File: config.mk
export PLATFORM = sky130hd
export DESIGN_NAME = msi_irq_ctrl
export DESIGN_NICKNAME = d
export VERILOG_FILES = /design/src/rtl/msi_pkg.sv /design/src/rtl/msi_edge_det.sv /design/src/rtl/msi_first_set.sv /design/src/rtl/msi_fifo.sv /design/src/rtl/msi_irq_ctrl.sv
export SDC_FILE = /design/constraint.sdc
export NUM_CORES = 1
export LEC_CHECK = 0
export ABC_AREA = 0
export ABC_CLOCK_PERIOD_IN_PS = 5350
export CAP_MARGIN = 10
export CORE_ASPECT_RATIO = 0.5
export CORE_MARGIN = 5
export CORE_UTILIZATION = 45
export CTS_CLUSTER_DIAMETER = 120
export DETAILED_ROUTE_END_ITERATION = 16
export PLACE_DENSITY = 0.64
export SKIP_CTS_REPAIR_TIMING = 1
export SYNTH_ARGS = -nofsm -noshare
export SYNTH_HDL_FRONTEND = slang
export SYNTH_SLANG_ARGS = --single-unit
File: constraint.sdc
create_clock -name clk_i -period 5.35 [get_ports clk_i]
set_clock_uncertainty 0.1 [all_clocks]
set_input_delay 1.07 -clock clk_i [delete_from_list [all_inputs] [get_ports clk_i]]
set_output_delay 1.07 -clock clk_i [all_outputs]
set_load 0.03 [all_outputs]
File: src/rtl/msi_pkg.sv
package msi_pkg;
  localparam int unsigned NSRC   = 32;
  localparam int unsigned DW     = 32;
  localparam int unsigned REG_AW = 20;
  localparam int unsigned BEW    = DW / 8;

  localparam logic [REG_AW-1:0] OFF_REQ  = 20'h00000;
  localparam logic [REG_AW-1:0] OFF_MASK = 20'h00004;
  localparam logic [REG_AW-1:0] OFF_PEND = 20'h00008;
  localparam logic [REG_AW-1:0] OFF_CTL  = 20'h0000C;
  localparam logic [REG_AW-1:0] OFF_IAR  = 20'h00010;
  localparam logic [REG_AW-1:0] OFF_ELOG = 20'h0C004;
  localparam logic [REG_AW-1:0] OFF_VER  = 20'h0C008;
  localparam logic [REG_AW-1:0] OFF_ARB  = 20'h0C010;

  localparam logic [DW-1:0] VALID_MASK = 32'h043F_63A0;
  localparam int unsigned   BUSERR_BIT = 8;
  localparam int unsigned   OFS_BITS   = 5;

  function automatic logic [DW-1:0] lanes(input logic [BEW-1:0] be);
    logic [DW-1:0] m;
    for (int k = 0; k < BEW; k++) m[8*k +: 8] = {8{be[k]}};
    return m;
  endfunction
endpackage

File: src/rtl/msi_edge_det.sv
module msi_edge_det #(
  parameter int unsigned N = 32
) (
  input  logic         clk_i,
  input  logic         rst_ni,
  input  logic [N-1:0] level_i,
  output logic [N-1:0] rise_o
);
  logic [N-1:0] level_q;

  always_ff @(posedge clk_i or negedge rst_ni) begin
    if (!rst_ni) level_q <= '0;
    else         level_q <= level_i;
  end

  assign rise_o = level_i & ~level_q;
endmodule

File: src/rtl/msi_first_set.sv
module msi_first_set #(
  parameter int unsigned N = 32
) (
  input  logic [N-1:0] vec_i,
  output logic [N-1:0] onehot_o
);
  // lowest set bit
  assign onehot_o = vec_i & (~vec_i + N'(1));
endmodule

File: src/rtl/msi_fifo.sv
module msi_fifo #(
  parameter int unsigned W     = 32,
  parameter int unsigned DEPTH = 4
) (
  input  logic         clk_i,
  input  logic         rst_ni,
  input  logic         push_i,
  input  logic [W-1:0] wdata_i,
  input  logic         pop_i,
  output logic [W-1:0] rdata_o,
  output logic         full_o,
  output logic         empty_o
);
  localparam int unsigned PW = (DEPTH > 1) ? $clog2(DEPTH) : 1;

  logic [W-1:0] mem_q [DEPTH];
  logic [PW-1:0] wr_q, rd_q;
  logic [PW:0]   cnt_q;

  function automatic logic [PW-1:0] inc(input logic [PW-1:0] p);
    return (p == PW'(DEPTH - 1)) ? '0 : p + PW'(1);
  endfunction

  always_ff @(posedge clk_i or negedge rst_ni) begin
    if (!rst_ni) begin
      wr_q  <= '0;
      rd_q  <= '0;
      cnt_q <= '0;
    end else begin
      if (push_i) wr_q <= inc(wr_q);
      if (pop_i)  rd_q <= inc(rd_q);
      cnt_q <= cnt_q + (PW+1)'(push_i) - (PW+1)'(pop_i);
    end
  end

  always_ff @(posedge clk_i) begin
    if (push_i) mem_q[wr_q] <= wdata_i;
  end

  assign rdata_o = mem_q[rd_q];
  assign full_o  = (cnt_q == (PW+1)'(DEPTH));
  assign empty_o = (cnt_q == '0);
endmodule

File: src/rtl/msi_irq_ctrl.sv
module msi_irq_ctrl
  import msi_pkg::*;
#(
  parameter int unsigned FIFO_DEPTH = 4,
  parameter logic [31:0] IAR_RESET  = 32'hFFFE_0003
) (
  input  logic              clk_i,
  input  logic              rst_ni,
  input  logic [NSRC-1:0]   src_i,
  input  logic              reg_req_i,
  input  logic              reg_we_i,
  input  logic [REG_AW-1:0] reg_addr_i,
  input  logic [BEW-1:0]    reg_be_i,
  input  logic [DW-1:0]     reg_wdata_i,
  output logic [DW-1:0]     reg_rdata_o,
  output logic              mask_err_o,
  output logic              msg_req_o,
  output logic [DW-1:0]     msg_addr_o,
  output logic [DW-1:0]     msg_data_o,
  input  logic              msg_ack_i
);
  logic [NSRC-1:0] req_q, mask_q, pend_q, todo_q;
  logic            buserr_q;
  logic [DW-1:0]   iar_q, elog_q, arb_q, rdata_q;
  logic            mask_err_q;

  logic [NSRC-1:0] rise, hit, first, todo_d;
  logic [DW-1:0]   wmask, rd_mux, head;
  logic            wr, rd, push, full, empty;

  assign wr    = reg_req_i & reg_we_i;
  assign rd    = reg_req_i & ~reg_we_i;
  assign wmask = lanes(reg_be_i);

  function automatic logic [DW-1:0] merge(input logic [DW-1:0] old);
    return (old & ~wmask) | (reg_wdata_i & wmask);
  endfunction

  msi_edge_det #(.N(NSRC)) i_edge (
    .clk_i   (clk_i),
    .rst_ni  (rst_ni),
    .level_i (src_i),
    .rise_o  (rise)
  );

  assign hit = rise & mask_q & {NSRC{~buserr_q}};

  msi_first_set #(.N(NSRC)) i_first (
    .vec_i    (todo_q),
    .onehot_o (first)
  );

  assign push   = (|todo_q) & ~full;
  assign todo_d = (todo_q & ~(push ? first : '0)) | hit;

  msi_fifo #(.W(DW), .DEPTH(FIFO_DEPTH)) i_fifo (
    .clk_i   (clk_i),
    .rst_ni  (rst_ni),
    .push_i  (push),
    .wdata_i (iar_q),
    .pop_i   (msg_req_o & msg_ack_i),
    .rdata_o (head),
    .full_o  (full),
    .empty_o (empty)
  );

  assign msg_req_o  = ~empty;
  assign msg_addr_o = {head[DW-1:OFS_BITS], {OFS_BITS{1'b0}}};
  assign msg_data_o = {{(DW-OFS_BITS){1'b0}}, head[OFS_BITS-1:0]};

  always_comb begin
    rd_mux = '0;
    unique case (reg_addr_i)
      OFF_REQ:  rd_mux = req_q;
      OFF_MASK: rd_mux = mask_q;
      OFF_PEND: rd_mux = pend_q;
      OFF_CTL:  rd_mux[BUSERR_BIT] = buserr_q;
      OFF_IAR:  rd_mux = iar_q;
      OFF_ELOG: rd_mux = elog_q;
      OFF_ARB:  rd_mux = arb_q;
      default:  rd_mux = '0;
    endcase
  end

  always_ff @(posedge clk_i or negedge rst_ni) begin
    if (!rst_ni) begin
      req_q      <= '0;
      mask_q     <= '0;
      pend_q     <= '0;
      todo_q     <= '0;
      buserr_q   <= 1'b0;
      iar_q      <= IAR_RESET;
      elog_q     <= '0;
      arb_q      <= '0;
      rdata_q    <= '0;
      mask_err_q <= 1'b0;
    end else begin
      todo_q  <= todo_d;
      req_q   <= req_q | (src_i & mask_q);
      // any access to pending clears it; live levels set it again
      pend_q  <= ((reg_req_i && reg_addr_i == OFF_PEND) ? '0 : pend_q) | src_i;
      rdata_q <= rd ? rd_mux : '0;
      mask_err_q <= wr && (reg_addr_i == OFF_MASK) &&
                    (|(reg_wdata_i & wmask & ~VALID_MASK));
      if (wr) begin
        unique case (reg_addr_i)
          OFF_MASK: mask_q <= merge(mask_q);
          OFF_CTL:  if (wmask[BUSERR_BIT]) buserr_q <= reg_wdata_i[BUSERR_BIT];
          OFF_IAR:  iar_q  <= merge(iar_q);
          OFF_ELOG: elog_q <= merge(elog_q);
          OFF_ARB:  arb_q  <= merge(arb_q);
          default:  ;
        endcase
      end
    end
  end

  assign reg_rdata_o = rdata_q;
  assign mask_err_o  = mask_err_q;
endmodule

==> results.ini <==
[synthesis]
synth_seq_area_share = 0.661
synth_cell_types = 55
synth_seq_cells = 425
synth_cells = 1153
yosysWarnings = 0
synth-async-reset-ratio = 0.699
synth_ff_type = dfrtp_1
synth_edf_count = 128
syn-cell-area_um2 = 17100
syn_avg_cell_area_um2 = 14.8

[routing]
routed_wl_mm = 44.2
vias = 10500
drtAntennaViolNets = 0
drtIter0Drc = 809
wl_per_cell_um = 23.9
vias_per_cell = 5.71
drc = 0
first_pass_iters = 5

[clocking]
cts_root_buf = clkbuf_16
htree_levels = 2
clk_latency_ps = 530
cts_buffers = 38
cts_buffer_depth = 3
clock_sinks = 425
tritoncts = yes
clkTransAtPathRegs_ps = 70

[critical_path]
crit_path_cell_trace = buf_4 > mux4_2 > clkdlybuf4s50_1
worstPathMaxFanout = 24
cp_num_buf_inv = 2
crit_type = reg2out
cp_slowest_cell = dfrtp_1
critPathRequiredTime_ps = 4180
endpoint_kind = output port
crit_arrival_ps = 2910
rrSetupSlack_ps = 1800
cp_slowest_stage_delay_ps = 1040
crit_family = flip-flops
worstSetupStartpointType = register

[final_layout]
area_growth_pct = 19.3
fin_util = 0.545
drive_gt1_frac = 0.216
final_cell_mix = dfrtp_1 (279), clkdlybuf4s50_1 (156), mux2_2 (131)
final_common_cell = dfrtp_1
antennaDiodeCount = 0
fin_cells = 1846
nets = 1425

[outcome]
status = complete, no violations

[pwr]
switching_share = 0.265
seqPwrFrac = 0.465
clkPwrFrac = 0.363
powerDensity_nw_per_um2 = 364
combPwrFrac = 0.171
p_sw_uw = 1960
p_leak_uw = 0.00855
vdd_drop_max_mv = 0.177
p_int_uw = 5460

[die]
die_y_um = 148
dieArea_um2 = 42200
start_util = 0.457
dieWidth_um = 286
core_um2 = 37400
ios = 191
rows = 50

[sta]
setup_ws_ps = 1270
tns_ps = 0
fin_crit_sh = 0.762
max_freq_mhz = 245
worst_slew_pin_slew_ps = 1140
rsz0062_at_grt = false
slew_violations = 0
maxSlewHeadroom = 0.239
setup_violations = 0
min_period_ps = 4080
hold_viol_final = 0

[place]
post-place-ws_ps = 1130
dp_hpwl_mm = 30.8
dp_cells = 1778
place_congestion = 0.874
port_buffers = 158

[worst_hold_path]
hold_class = reg2reg

[grt]
grtUsageMet3 = 0.0473
grt_pass1_wl_mm = 67.4
antenna_found_initial = 0
grt.overflow.total = 0
grt_max_degree = 121
met1_usage = 0.304
grt_pass1_vias = 10800
grt_usage = 0.207
grt.busiest_layer = met2
grt_use_met2 = 0.322

[flow_run]
drv_cap = 0

[worst reg2reg max path, delay by kind of cell, from the launching register on]
family                   cells  cell delay (ps)
XOR/XNOR                     1              140
buffers and inverters        2              210
adder cells (fa/ha/maj)      3              740
flip-flops                   1              410
AND/OR/NAND/NOR              3             1340
AO/OA/AOI/OAI                1              490
[routing by layer]
layer | wire [um] | part of all wire
met1 | 19900 | 0.45
met2 | 20300 | 0.46
met3 | 3270 | 0.074
met4 | 714 | 0.016
met5 | 0 | 0
[cell families (layout without fill, tap and decap cells)]
group                    count (synthesis)  count (layout)  synth area share
flip-flops                             425             425             0.661
AND/OR/NAND/NOR                        231             231            0.0667
AO/OA/AOI/OAI                          198             198            0.0877
multiplexers                           196             196             0.149
buffers and inverters                   92             260            0.0283
adder cells (fa/ha/maj)                  8               8           0.00630
XOR/XNOR                                 2               2           0.00103
other                                    1              32          0.000219
[area by class of cell]
class / instances / area [um2]
clock buffer: 51 / 1110
clock inverter: 17 / 113
fill: 3037 / 17000
inverter: 11 / 41.3
multi-input combinational: 667 / 5430
sequential: 425 / 11300
tap: 494 / 618
timing repair buffer: 181 / 1770
[power by group through the flow]
| stage | Sequential, uW | Clock [uW] | Combinational [uW] |
|---|---|---|---|
| 6_report | 3450 | 2700 | 1270 |
| 5_1_grt | 3470 | 2880 | 1360 |
| 4_1_cts | 3460 | 2750 | 1300 |
| 3_3_place_gp | 3520 | 0 | 1280 |
| 2_1_floorplan | 3460 | 0 | 819 |
| 3_5_place_dp | 3520 | 0 | 1300 |
[through the flow]
step	area [um2]	power [uW]	hold slack, ps
after global placement	19200	4800	311
after floorplan	17200	4280	307
after detailed placement	19200	4820	314
after global routing	20400	7710	326
final	20400	7420	319
after CTS	20400	7510	320
[worst paths after layout]
path,start,to,depth (start not counted)
max,i_fifo.rd_q[1],msg_addr_o[23],3
min,i_edge.level_q[2],todo_q[2],1
max reg2reg,todo_q[21],i_fifo.cnt_q[2],10
min reg2reg,i_edge.level_q[2],todo_q[2],1
max in group asynchronous,rst_ni,asynchronous set/reset pin,2
min in group asynchronous,rst_ni,todo_q[18],1
[Yosys cell counts, types with 3 or more instances]
| cell | instances | share of area |
|---|---|---|
| dfrtp_1 | 280 | 0.41 |
| mux2_2 | 131 | 0.086 |
| edfxtp_1 | 128 | 0.22 |
| nor2_1 | 62 | 0.014 |
| nand2_1 | 58 | 0.013 |
| a21o_1 | 46 | 0.020 |
| o21ai_0 | 42 | 0.012 |
| clkbuf_1 | 39 | 0.0086 |
| mux4_2 | 33 | 0.043 |
| a22oi_1 | 32 | 0.014 |
| buf_4 | 32 | 0.014 |
| a221o_1 | 31 | 0.018 |
| mux2i_1 | 31 | 0.018 |
| nand2b_1 | 19 | 0.0070 |
| o31ai_1 | 19 | 0.0083 |
| dfstp_2 | 17 | 0.026 |
| nor2_2 | 15 | 0.0055 |
| nor3_1 | 15 | 0.0044 |
| a32o_1 | 12 | 0.0070 |
| inv_1 | 11 | 0.0024 |
| nand3_1 | 11 | 0.0032 |
| nand4_1 | 10 | 0.0037 |
| and2_1 | 9 | 0.0033 |
| ha_1 | 7 | 0.0051 |
| or3_1 | 7 | 0.0026 |
| buf_1 | 5 | 0.0011 |
| a31oi_1 | 4 | 0.0015 |
| and3_1 | 4 | 0.0015 |
| nor2b_1 | 4 | 0.0015 |
| nor4_1 | 4 | 0.0015 |
| buf_2 | 3 | 0.00088 |
| o41ai_1 | 3 | 0.0015 |
No activity file was read; power rests on OpenSTA's default activity.
